`config.mk`:
```
export PLATFORM = sky130hd
export DESIGN_NAME = tcc_timer
export DESIGN_NICKNAME = d
export VERILOG_FILES = /design/src/rtl/tcc_pkg.sv /design/src/rtl/tcc_counter.sv /design/src/rtl/tcc_capture.sv /design/src/rtl/tcc_outff.sv /design/src/rtl/tcc_timer.sv
export SDC_FILE = /design/constraint.sdc
export NUM_CORES = 1
export LEC_CHECK = 0
export ABC_CLOCK_PERIOD_IN_PS = 3050
export BUFFER_PORTS_ARGS = -buffer_cell sky130_fd_sc_hd__buf_4
export CAP_MARGIN = 40
export CELL_PAD_IN_SITES_DETAIL_PLACEMENT = 0
export CELL_PAD_IN_SITES_GLOBAL_PLACEMENT = 1
export CORE_AREA = 2 2 127 98
export CTS_BUF_LIST = sky130_fd_sc_hd__clkbuf_8
export CTS_CLUSTER_SIZE = 10
export DETAILED_ROUTE_END_ITERATION = 8
export DIE_AREA = 0 0 129 100
export HOLD_SLACK_MARGIN = 0.12
export PLACE_DENSITY_LB_ADDON = 0.08
export SYNTH_ARGS = -nofsm -noshare
export SYNTH_HDL_FRONTEND = slang
export SYNTH_SLANG_ARGS = --single-unit
```
`constraint.sdc`:
```
create_clock -name clk -period 3.05 [get_ports clk]
set_input_delay 0.1525 -clock clk [delete_from_list [all_inputs] [get_ports clk]]
set_output_delay 0.1525 -clock clk [all_outputs]
set_load 0.005 [all_outputs]
```
`src/rtl/tcc_pkg.sv`:
```
// Shared constants and types for the capture-compare timer.
// Assumes a 3-bit register index; the data width is set by the top module.
package tcc_pkg;
    localparam int ADDR_W = 3;

    localparam logic [ADDR_W-1:0] A_CTRL  = 3'd0;
    localparam logic [ADDR_W-1:0] A_FFCMD = 3'd1;
    localparam logic [ADDR_W-1:0] A_CMP0  = 3'd2;
    localparam logic [ADDR_W-1:0] A_CMP1  = 3'd3;
    localparam logic [ADDR_W-1:0] A_CAP0  = 3'd4;
    localparam logic [ADDR_W-1:0] A_CAP1  = 3'd5;
    localparam logic [ADDR_W-1:0] A_COUNT = 3'd6;

    typedef enum logic [1:0] {
        CAPM_OFF    = 2'b00,
        CAPM_RISE   = 2'b01,
        CAPM_BOTH   = 2'b10,
        CAPM_MATCH1 = 2'b11
    } capm_e;

    typedef enum logic [1:0] {
        FF_TOGGLE = 2'b00,
        FF_SET    = 2'b01,
        FF_CLEAR  = 2'b10,
        FF_KEEP   = 2'b11
    } ffcmd_e;
endpackage

```
`src/rtl/tcc_counter.sv`:
```
// Free-running up-counter with NCMP equality comparators.
// A match is flagged in the cycle the counter steps onto a compare value,
// so each arrival produces exactly one event. Assumes adv is run & tick.
module tcc_counter #(
    parameter int W    = 16,
    parameter int NCMP = 2
) (
    input  logic             clk,
    input  logic             rst_n,
    input  logic             adv,
    input  logic [W-1:0]     cmp [NCMP],
    output logic [W-1:0]     cnt,
    output logic [NCMP-1:0]  match
);
    logic [W-1:0] cnt_nxt;

    // next counter value, wrapping naturally at the width
    assign cnt_nxt = cnt + W'(1);

    // counter register: step on advance, hold otherwise
    always_ff @(posedge clk) begin
        if (!rst_n)   cnt <= '0;
        else if (adv) cnt <= cnt_nxt;
    end

    // one comparator per compare register, against the arriving value
    for (genvar k = 0; k < NCMP; k++) begin : g_cmp
        assign match[k] = adv && (cnt_nxt == cmp[k]);
    end
endmodule

```
`src/rtl/tcc_capture.sv`:
```
// Two capture registers with edge detection on the external source.
// Mode selects hardware loads; a software strobe always may load register 0.
// Assumes cap_in is already synchronous to clk.
module tcc_capture #(
    parameter int W = 16
) (
    input  logic          clk,
    input  logic          rst_n,
    input  logic [1:0]    mode,
    input  logic          cap_in,
    input  logic          sw_cap,
    input  logic          match1,
    input  logic [W-1:0]  cnt,
    output logic [W-1:0]  cap0,
    output logic [W-1:0]  cap1,
    output logic [1:0]    load
);
    import tcc_pkg::*;

    logic cap_in_q;
    logic m1_q;
    logic rise;
    logic fall;

    // remember last source level and delay the compare-1 match by one cycle
    always_ff @(posedge clk) begin
        if (!rst_n) begin
            cap_in_q <= 1'b0;
            m1_q     <= 1'b0;
        end else begin
            cap_in_q <= cap_in;
            m1_q     <= match1;
        end
    end

    assign rise = cap_in & ~cap_in_q;
    assign fall = ~cap_in & cap_in_q;

    // decide which capture registers load on this edge
    always_comb begin
        load[0] = sw_cap | (rise & ((mode == CAPM_RISE) | (mode == CAPM_BOTH)));
        load[1] = (fall & (mode == CAPM_BOTH)) | (m1_q & (mode == CAPM_MATCH1));
    end

    // capture registers take the counter value held at the edge
    always_ff @(posedge clk) begin
        if (!rst_n) begin
            cap0 <= '0;
            cap1 <= '0;
        end else begin
            if (load[0]) cap0 <= cnt;
            if (load[1]) cap1 <= cnt;
        end
    end
endmodule

```
`src/rtl/tcc_outff.sv`:
```
// Output flip-flop: inverts once per enabled event (parity of the enabled
// events), unless a software command on the same edge overrides it.
// Assumes cmd_vld is never raised for the no-effect command.
module tcc_outff #(
    parameter int NEV = 4
) (
    input  logic            clk,
    input  logic            rst_n,
    input  logic [NEV-1:0]  ev,
    input  logic [NEV-1:0]  en,
    input  logic            cmd_vld,
    input  logic [1:0]      cmd,
    output logic            q
);
    import tcc_pkg::*;

    logic flip;

    // odd number of enabled events means one net inversion
    assign flip = ^(ev & en);

    // flip-flop update: software command first, else hardware parity
    always_ff @(posedge clk) begin
        if (!rst_n) begin
            q <= 1'b0;
        end else if (cmd_vld) begin
            case (ffcmd_e'(cmd))
                FF_TOGGLE: q <= ~q;
                FF_SET:    q <= 1'b1;
                FF_CLEAR:  q <= 1'b0;
                default:   q <= q;
            endcase
        end else if (flip) begin
            q <= ~q;
        end
    end
endmodule

```
`src/rtl/tcc_timer.sv`:
```
// Capture-compare timer top: register file, read mux and interrupt pulse
// around the counter, capture and output flip-flop units.
// Assumes W >= 8 so the control fields fit in the data word.
module tcc_timer #(
    parameter int W = 16
) (
    input  logic                      clk,
    input  logic                      rst_n,
    input  logic                      run,
    input  logic                      tick,
    input  logic                      cap_in,
    input  logic                      wr_en,
    input  logic [tcc_pkg::ADDR_W-1:0] wr_addr,
    input  logic [W-1:0]              wr_data,
    input  logic [tcc_pkg::ADDR_W-1:0] rd_addr,
    output logic [W-1:0]              rd_data,
    output logic                      irq,
    output logic                      tmr_out
);
    import tcc_pkg::*;

    localparam int NCMP = 2;
    localparam int NEV  = 2 * NCMP;

    logic [1:0]       mode_q;
    logic [NEV-1:0]   ten_q;
    logic [W-1:0]     cmp_q [NCMP];
    logic [W-1:0]     cnt_w;
    logic [W-1:0]     cap0_w;
    logic [W-1:0]     cap1_w;
    logic [NCMP-1:0]  match_w;
    logic [1:0]       load_w;
    logic             adv;
    logic             wr_ctrl;
    logic             sw_cap;
    logic             cmd_vld;
    logic             irq_q;

    assign adv     = run & tick;
    assign wr_ctrl = wr_en && (wr_addr == A_CTRL);
    assign sw_cap  = wr_ctrl && !wr_data[2] && run;
    assign cmd_vld = wr_en && (wr_addr == A_FFCMD) && (wr_data[1:0] != FF_KEEP);

    // control register: capture mode and inversion enables
    always_ff @(posedge clk) begin
        if (!rst_n) begin
            mode_q <= CAPM_OFF;
            ten_q  <= '0;
        end else if (wr_ctrl) begin
            mode_q <= wr_data[1:0];
            ten_q  <= wr_data[3 +: NEV];
        end
    end

    // compare registers, one per comparator
    for (genvar k = 0; k < NCMP; k++) begin : g_cmpreg
        always_ff @(posedge clk) begin
            if (!rst_n)
                cmp_q[k] <= '1;
            else if (wr_en && (wr_addr == A_CMP0 + ADDR_W'(k)))
                cmp_q[k] <= wr_data;
        end
    end

    tcc_counter #(.W(W), .NCMP(NCMP)) u_cnt (
        .clk   (clk),
        .rst_n (rst_n),
        .adv   (adv),
        .cmp   (cmp_q),
        .cnt   (cnt_w),
        .match (match_w)
    );

    tcc_capture #(.W(W)) u_cap (
        .clk    (clk),
        .rst_n  (rst_n),
        .mode   (mode_q),
        .cap_in (cap_in),
        .sw_cap (sw_cap),
        .match1 (match_w[1]),
        .cnt    (cnt_w),
        .cap0   (cap0_w),
        .cap1   (cap1_w),
        .load   (load_w)
    );

    tcc_outff #(.NEV(NEV)) u_ff (
        .clk     (clk),
        .rst_n   (rst_n),
        .ev      ({load_w, match_w}),
        .en      (ten_q),
        .cmd_vld (cmd_vld),
        .cmd     (wr_data[1:0]),
        .q       (tmr_out)
    );

    // interrupt pulse, one cycle after any match
    always_ff @(posedge clk) begin
        if (!rst_n) irq_q <= 1'b0;
        else        irq_q <= |match_w;
    end

    assign irq = irq_q;

    // combinational register read
    always_comb begin
        case (rd_addr)
            A_CTRL:  rd_data = W'({ten_q, 1'b1, mode_q});
            A_FFCMD: rd_data = W'(tmr_out);
            A_CMP0:  rd_data = cmp_q[0];
            A_CMP1:  rd_data = cmp_q[1];
            A_CAP0:  rd_data = cap0_w;
            A_CAP1:  rd_data = cap1_w;
            A_COUNT: rd_data = cnt_w;
            default: rd_data = '0;
        endcase
    end
endmodule

```
== Word-level counts from Yosys, hierarchy flattened ==
Index checks and enable logic that the tools add are counted.
Word-level totals
  register bits after elaboration: 90
  input port bits: 28
  output and inout bits: 18
  word-level logic and storage cells: 64
Operators by class
  $add $sub $neg: 1
  eq/ne operators: 18
  multiplexer cells: 4
  bitwise operators: 13
  reduce and logical (&&, ||, !) cells: 17
Operators by type and width (number)
  $pmux 16 s7: 1
  $eq 16x16->1: 2
  $add 16x1->16 const B: 1
  $eq 3x2->1 const B: 4
  $eq 3x3->1 const B: 3
  $logic_and 1x1->1: 9
  $and 1x1->1: 6
  $eq 2x2->1 const B: 3
  $eq 3x1->1 const B: 2
  $logic_not 3->1: 2
  $and 4x4->4: 1
  $eq 2x1->1 const B: 2
  $ne 4x1->1 const B: 1
  $reduce_xor 4->1: 1
  $not 1->1: 3
  $or 1x1->1: 3
  $pmux 1 s3: 1
  $logic_not 2->1: 1
  $mux 1: 2
  $ne 2x2->1 const B: 1
  $reduce_and 2->1: 1
  $reduce_bool 2->1: 1
  $reduce_or 2->1: 1
  $logic_not 1->1: 1

== Logic depth before layout (Yosys ltp) ==
  depth after elaboration: 9
  mapped depth: 10

== Modules after synthesis ==
Synthesis repeated with hierarchy kept, for this count alone.
Second synthesis, totals
  cell total of the unflattened synthesis: 638
  area total of the unflattened synthesis: 5397.7 um2
Modules (own cells, without submodules)
  tcc_timer: instances 1, cells each 273, area each 2243.4 um2
  tcc_counter: instances 1, cells each 208, area each 1650.3 um2
  tcc_capture: instances 1, cells each 134, area each 1326.3 um2
  tcc_outff: instances 1, cells each 23, area each 177.7 um2

== Least setup slack after synthesis ==
Ideal clock, no wire load.
  path type: register to register
  start: reg u_cnt.cnt[1]
  end: reg u_ff.q
  arrival: 2.378 ns
  required time: 2.933 ns
  setup slack: 0.555 ns
  stages on the path, launching flop included: 10
  clock period less this slack: 2.495 ns
  path through: dfxtp_1 > ha_1 > nand3_1 > or4_1 > buf_2 > a2111oi_2 > nand4_1 > or3_1 > o211ai_1 > nand2_1
Between the ends
  cells in the longest elaborated chain, start to end: 7
  elaborated cells on any way between the ends: 9
Ends and longest elaborated chain
  start: declaration: RTL line tcc_counter.sv:12  | output logic [W-1:0] cnt,
  start signal: assignment: RTL line tcc_counter.sv:23  | else if (adv) cnt <= cnt_nxt;
  $add 16x1->16 (*): RTL line tcc_counter.sv:18  | assign cnt_nxt = cnt + W'(1);
  $eq 16x16->1: RTL line tcc_counter.sv:28  | assign match[k] = adv && (cnt_nxt == cmp[k]);
  $logic_and 1x1->1: RTL line tcc_counter.sv:28
  $and 4x4->4 (*): RTL line tcc_outff.sv:20  | assign flip = ^(ev & en);
  $reduce_xor 4->1 (*): RTL line tcc_outff.sv:20
  $reduce_bool 2->1 (no source line) (*)
  $reduce_and 2->1 (no source line) (*)
  end signal: assignment: RTL line tcc_outff.sv:28  | FF_TOGGLE: q <= ~q;
  end signal: assignment: RTL line tcc_outff.sv:31  | default: q <= q;
  end signal: assignment: RTL line tcc_outff.sv:34  | q <= ~q;
  end: declaration: RTL line tcc_outff.sv:13  | output logic q
Mark *: on every way between the ends. The rest lies on a longest branch, timed or not.
A chain may end at the register's enable or synchronous reset.

== Worst setup path in the final report ==
  start: reg u_cnt.cnt[0]
  end: reg u_ff.q
The elaborated chain is that of the path after synthesis.

==> results_dict.tcl <==
set metrics [dict create \
    outcome "finished, final reports clean" \
    timing.final.crit_share_pct 91.79 \
    power.leakage_uw 0.002642 \
    grt_pass1_vias 4431 \
    io_pins 46 \
    synthesis.nets 674 \
    rsz0062_at_grt "false" \
    grt_max_degree 60 \
    io_buffers 45 \
    synth_top_family_by_area "simple AND/OR/NAND/NOR gates" \
    yosysSeqAreaShare_pct 32.62 \
    setup_viol 0 \
    ys_types 69 \
    whs_ns 0.2216 \
    rows 35 \
    cts_resized 0 \
    multi_input_area_um2 3440 \
    dieWidth_um 129 \
    finalSetupTns_ns 0 \
    antenna_left 0 \
    overflow 0 \
    most-common-layout-cells "90 x dfxtp_1, 88 x nand2_1, 67 x buf_4, 54 x mux2i_1, 46 x nor2b_1" \
    cts_tree "built" \
    hold_viol 0 \
    chipHeight_um 100 \
    clock_skew_ns 0.007561 \
    hpwl_um 12010 \
    final-seq-area_um2 1802 \
    drive_gt1_share_pct 15.72 \
    synthArstFlopShare_pct 0 \
    power.density_nw_per_um2 365.9 \
    hold_path_class "input port to flip-flop" \
    cts-root-buf "clkbuf_8" \
    crit_path_max_fanout 7 \
    p_total_uw 2323 \
    drc_errors 0 \
    ys.flop_type "dfxtp_1" \
    drtIter0Drc 323 \
    cts_max_level 3 \
    syn-instance-count 639 \
    yosysWarnings 0 \
    slew_violations 0 \
    synth_fa_ha_area_share_pct 1.586 \
    core_um2 11870 \
    clock-sinks 90 \
    path_clk_slew_ns 0.10 \
    synth_enable_flop_cells 0 \
    grt_antenna_before_repair 0 \
    crit_path_end_kind "flip-flop" \
    max-slew-margin-rel_pct 45.73 \
    final_cells 853 \
    synth_xor_xnor_area_share_pct 11.14 \
    start_util_pct 46.55 \
    grt_pass1_wl_um 25760 \
    cts_buffer_depth 2 \
    critPathKind "flip-flop to flip-flop" \
    viasPerCell 5.545 \
    synth_compound_area_share_pct 10.60 \
    firstDrtPassIters 4 \
    cap_violations 0 \
    postCtsSetupRepairBufs 0 \
    final_common_cell "dfxtp_1" \
    vias 4730 \
    ir_drop_mv 0.2739 \
    critPathLaunchType "flip-flop" \
    synthesis.area_um2 5524 \
    diodes 0 \
    synthMuxAreaShare_pct 11.42 \
    crit_arrival_ns 3.07 \
    routed_wl_um 16440 \
    syn_avg_cell_area_um2 8.645 \
    place_inst 820 \
    gp_congestion 0.9036 \
    fin_crit_ns 2.800 \
    fin_util_pct 53.51 \
    tightest_slew_ns 0.8124 \
    fillerInstances 1125 \
    cts_hold_buf 17 \
    numCtsBuffers 9 \
    yosys.area_share.simple_pct 27.45 \
    clk_latency_ns 0.37 \
    die_area_um2 12900 \
    num-nets-final 717 \
    r2r_slack_ns 0.25 \
    required_ns 3.32 \
    area_delta_synth_final_pct 14.95 \
    max_freq_ghz 0.3572 \
    ys_ff_latch 90 \
    track_usage_pct 26.71 \
    detail_route.wl_per_cell_um 19.27 \
]
layout make-up:
class / count / share of cell area [%]
inverter: 9 / 0.5320
tap: 166 / 3.271
timing repair buffer: 84 / 10.60
clock inverter: 5 / 0.6700
sequential: 90 / 28.37
multi-input combinational: 488 / 54.17
clock buffer: 11 / 2.384
where the power goes:
part           switching (µW)  leakage [µW]  internal, µW
combinational             148       0.00182           144
clock                     457     0.0000969           351
sequential               28.6      0.000729          1190
worst max-delay path, cell delays in order, from the launching register on:
cell and delay, ns:
dfxtp_1 0.35, ha_1 0.25, nand3_1 0.29, or4_1 0.61, a2111oi_2 0.37, nand4_1 0.23
or3_1 0.42, o211ai_1 0.11, nand2_1 0.07
final timing paths:
path / to / depth (start not counted) / startpoint
worst min register to register: cmp_q[10] / 2 / cmp_q[10]
worst min-delay path: cmp_q[31] / 2 / rst_n
worst max-delay path: u_ff.q / 8 / u_cnt.cnt[0]
worst max register to register: u_ff.q / 8 / u_cnt.cnt[0]
logic make-up (layout without fill, tap and decap cells):
| group | after synthesis | after routing |
|---|---|---|
| simple gates | 280 | 280 |
| flops | 90 | 90 |
| compound gates | 78 | 78 |
| xor+xnor | 62 | 62 |
| mux | 61 | 61 |
| buf+inv | 61 | 109 |
| fa+ha+maj | 7 | 7 |
Yosys cell counts (all sizes together), types with 3 or more instances:
cell / instances / area [µm²]
dfxtp: 90 / 1802
nand2: 88 / 330.3
mux2i: 54 / 540.5
nor2b: 46 / 287.8
xnor2: 43 / 376.6
nand3: 38 / 202.7
clkbuf: 31 / 116.4
nor2: 28 / 107.6
buf: 21 / 136.4
and2: 20 / 125.1
a21oi: 17 / 85.08
xor2: 14 / 122.6
nor3: 12 / 65.06
o211ai: 10 / 75.07
a221o: 9 / 90.09
a22o: 9 / 78.83
inv: 9 / 33.78
nand4: 8 / 56.30
o21ai: 8 / 40.04
and3: 7 / 46.29
ha: 7 / 87.58
mux2: 6 / 67.56
nand2b: 6 / 37.54
nor4: 6 / 67.56
xnor3: 5 / 116.4
a31oi: 3 / 18.77
nand3b: 3 / 22.52
per-layer routing:
layer	track usage (%)	wire length [µm]	up-vias
met1	41.47	8570	2266
met2	38.05	6747	142
met3	4.584	903	17
met4	6.522	213	0
li1	-	-	2305
met5	0	0	-
state kept, by name, summed over array words and instances (netlist names):
| signal | count |
|---|---|
| mode_q | 2 |
| u_cap.cap0 | 16 |
| u_ff.q | 1 |
| u_cap.cap_in_q | 1 |
| cmp_q | 32 |
| u_cap.m1_q | 1 |
| ten_q | 4 |
| u_cnt.cnt | 16 |
| irq | 1 |
| u_cap.cap1 | 16 |
stage by stage:
| step | instance area, µm² | worst slack, ns |
|---|---|---|
| global route | 6350 | 0.1132 |
| detailed placement | 5986 | 0.3144 |
| CTS | 6350 | 0.2817 |
| floorplan | 5524 | 0.5553 |
| finish | 6350 | 0.2503 |
| global placement | 5986 | 0.3995 |
(Power assumes the default switching activity.)
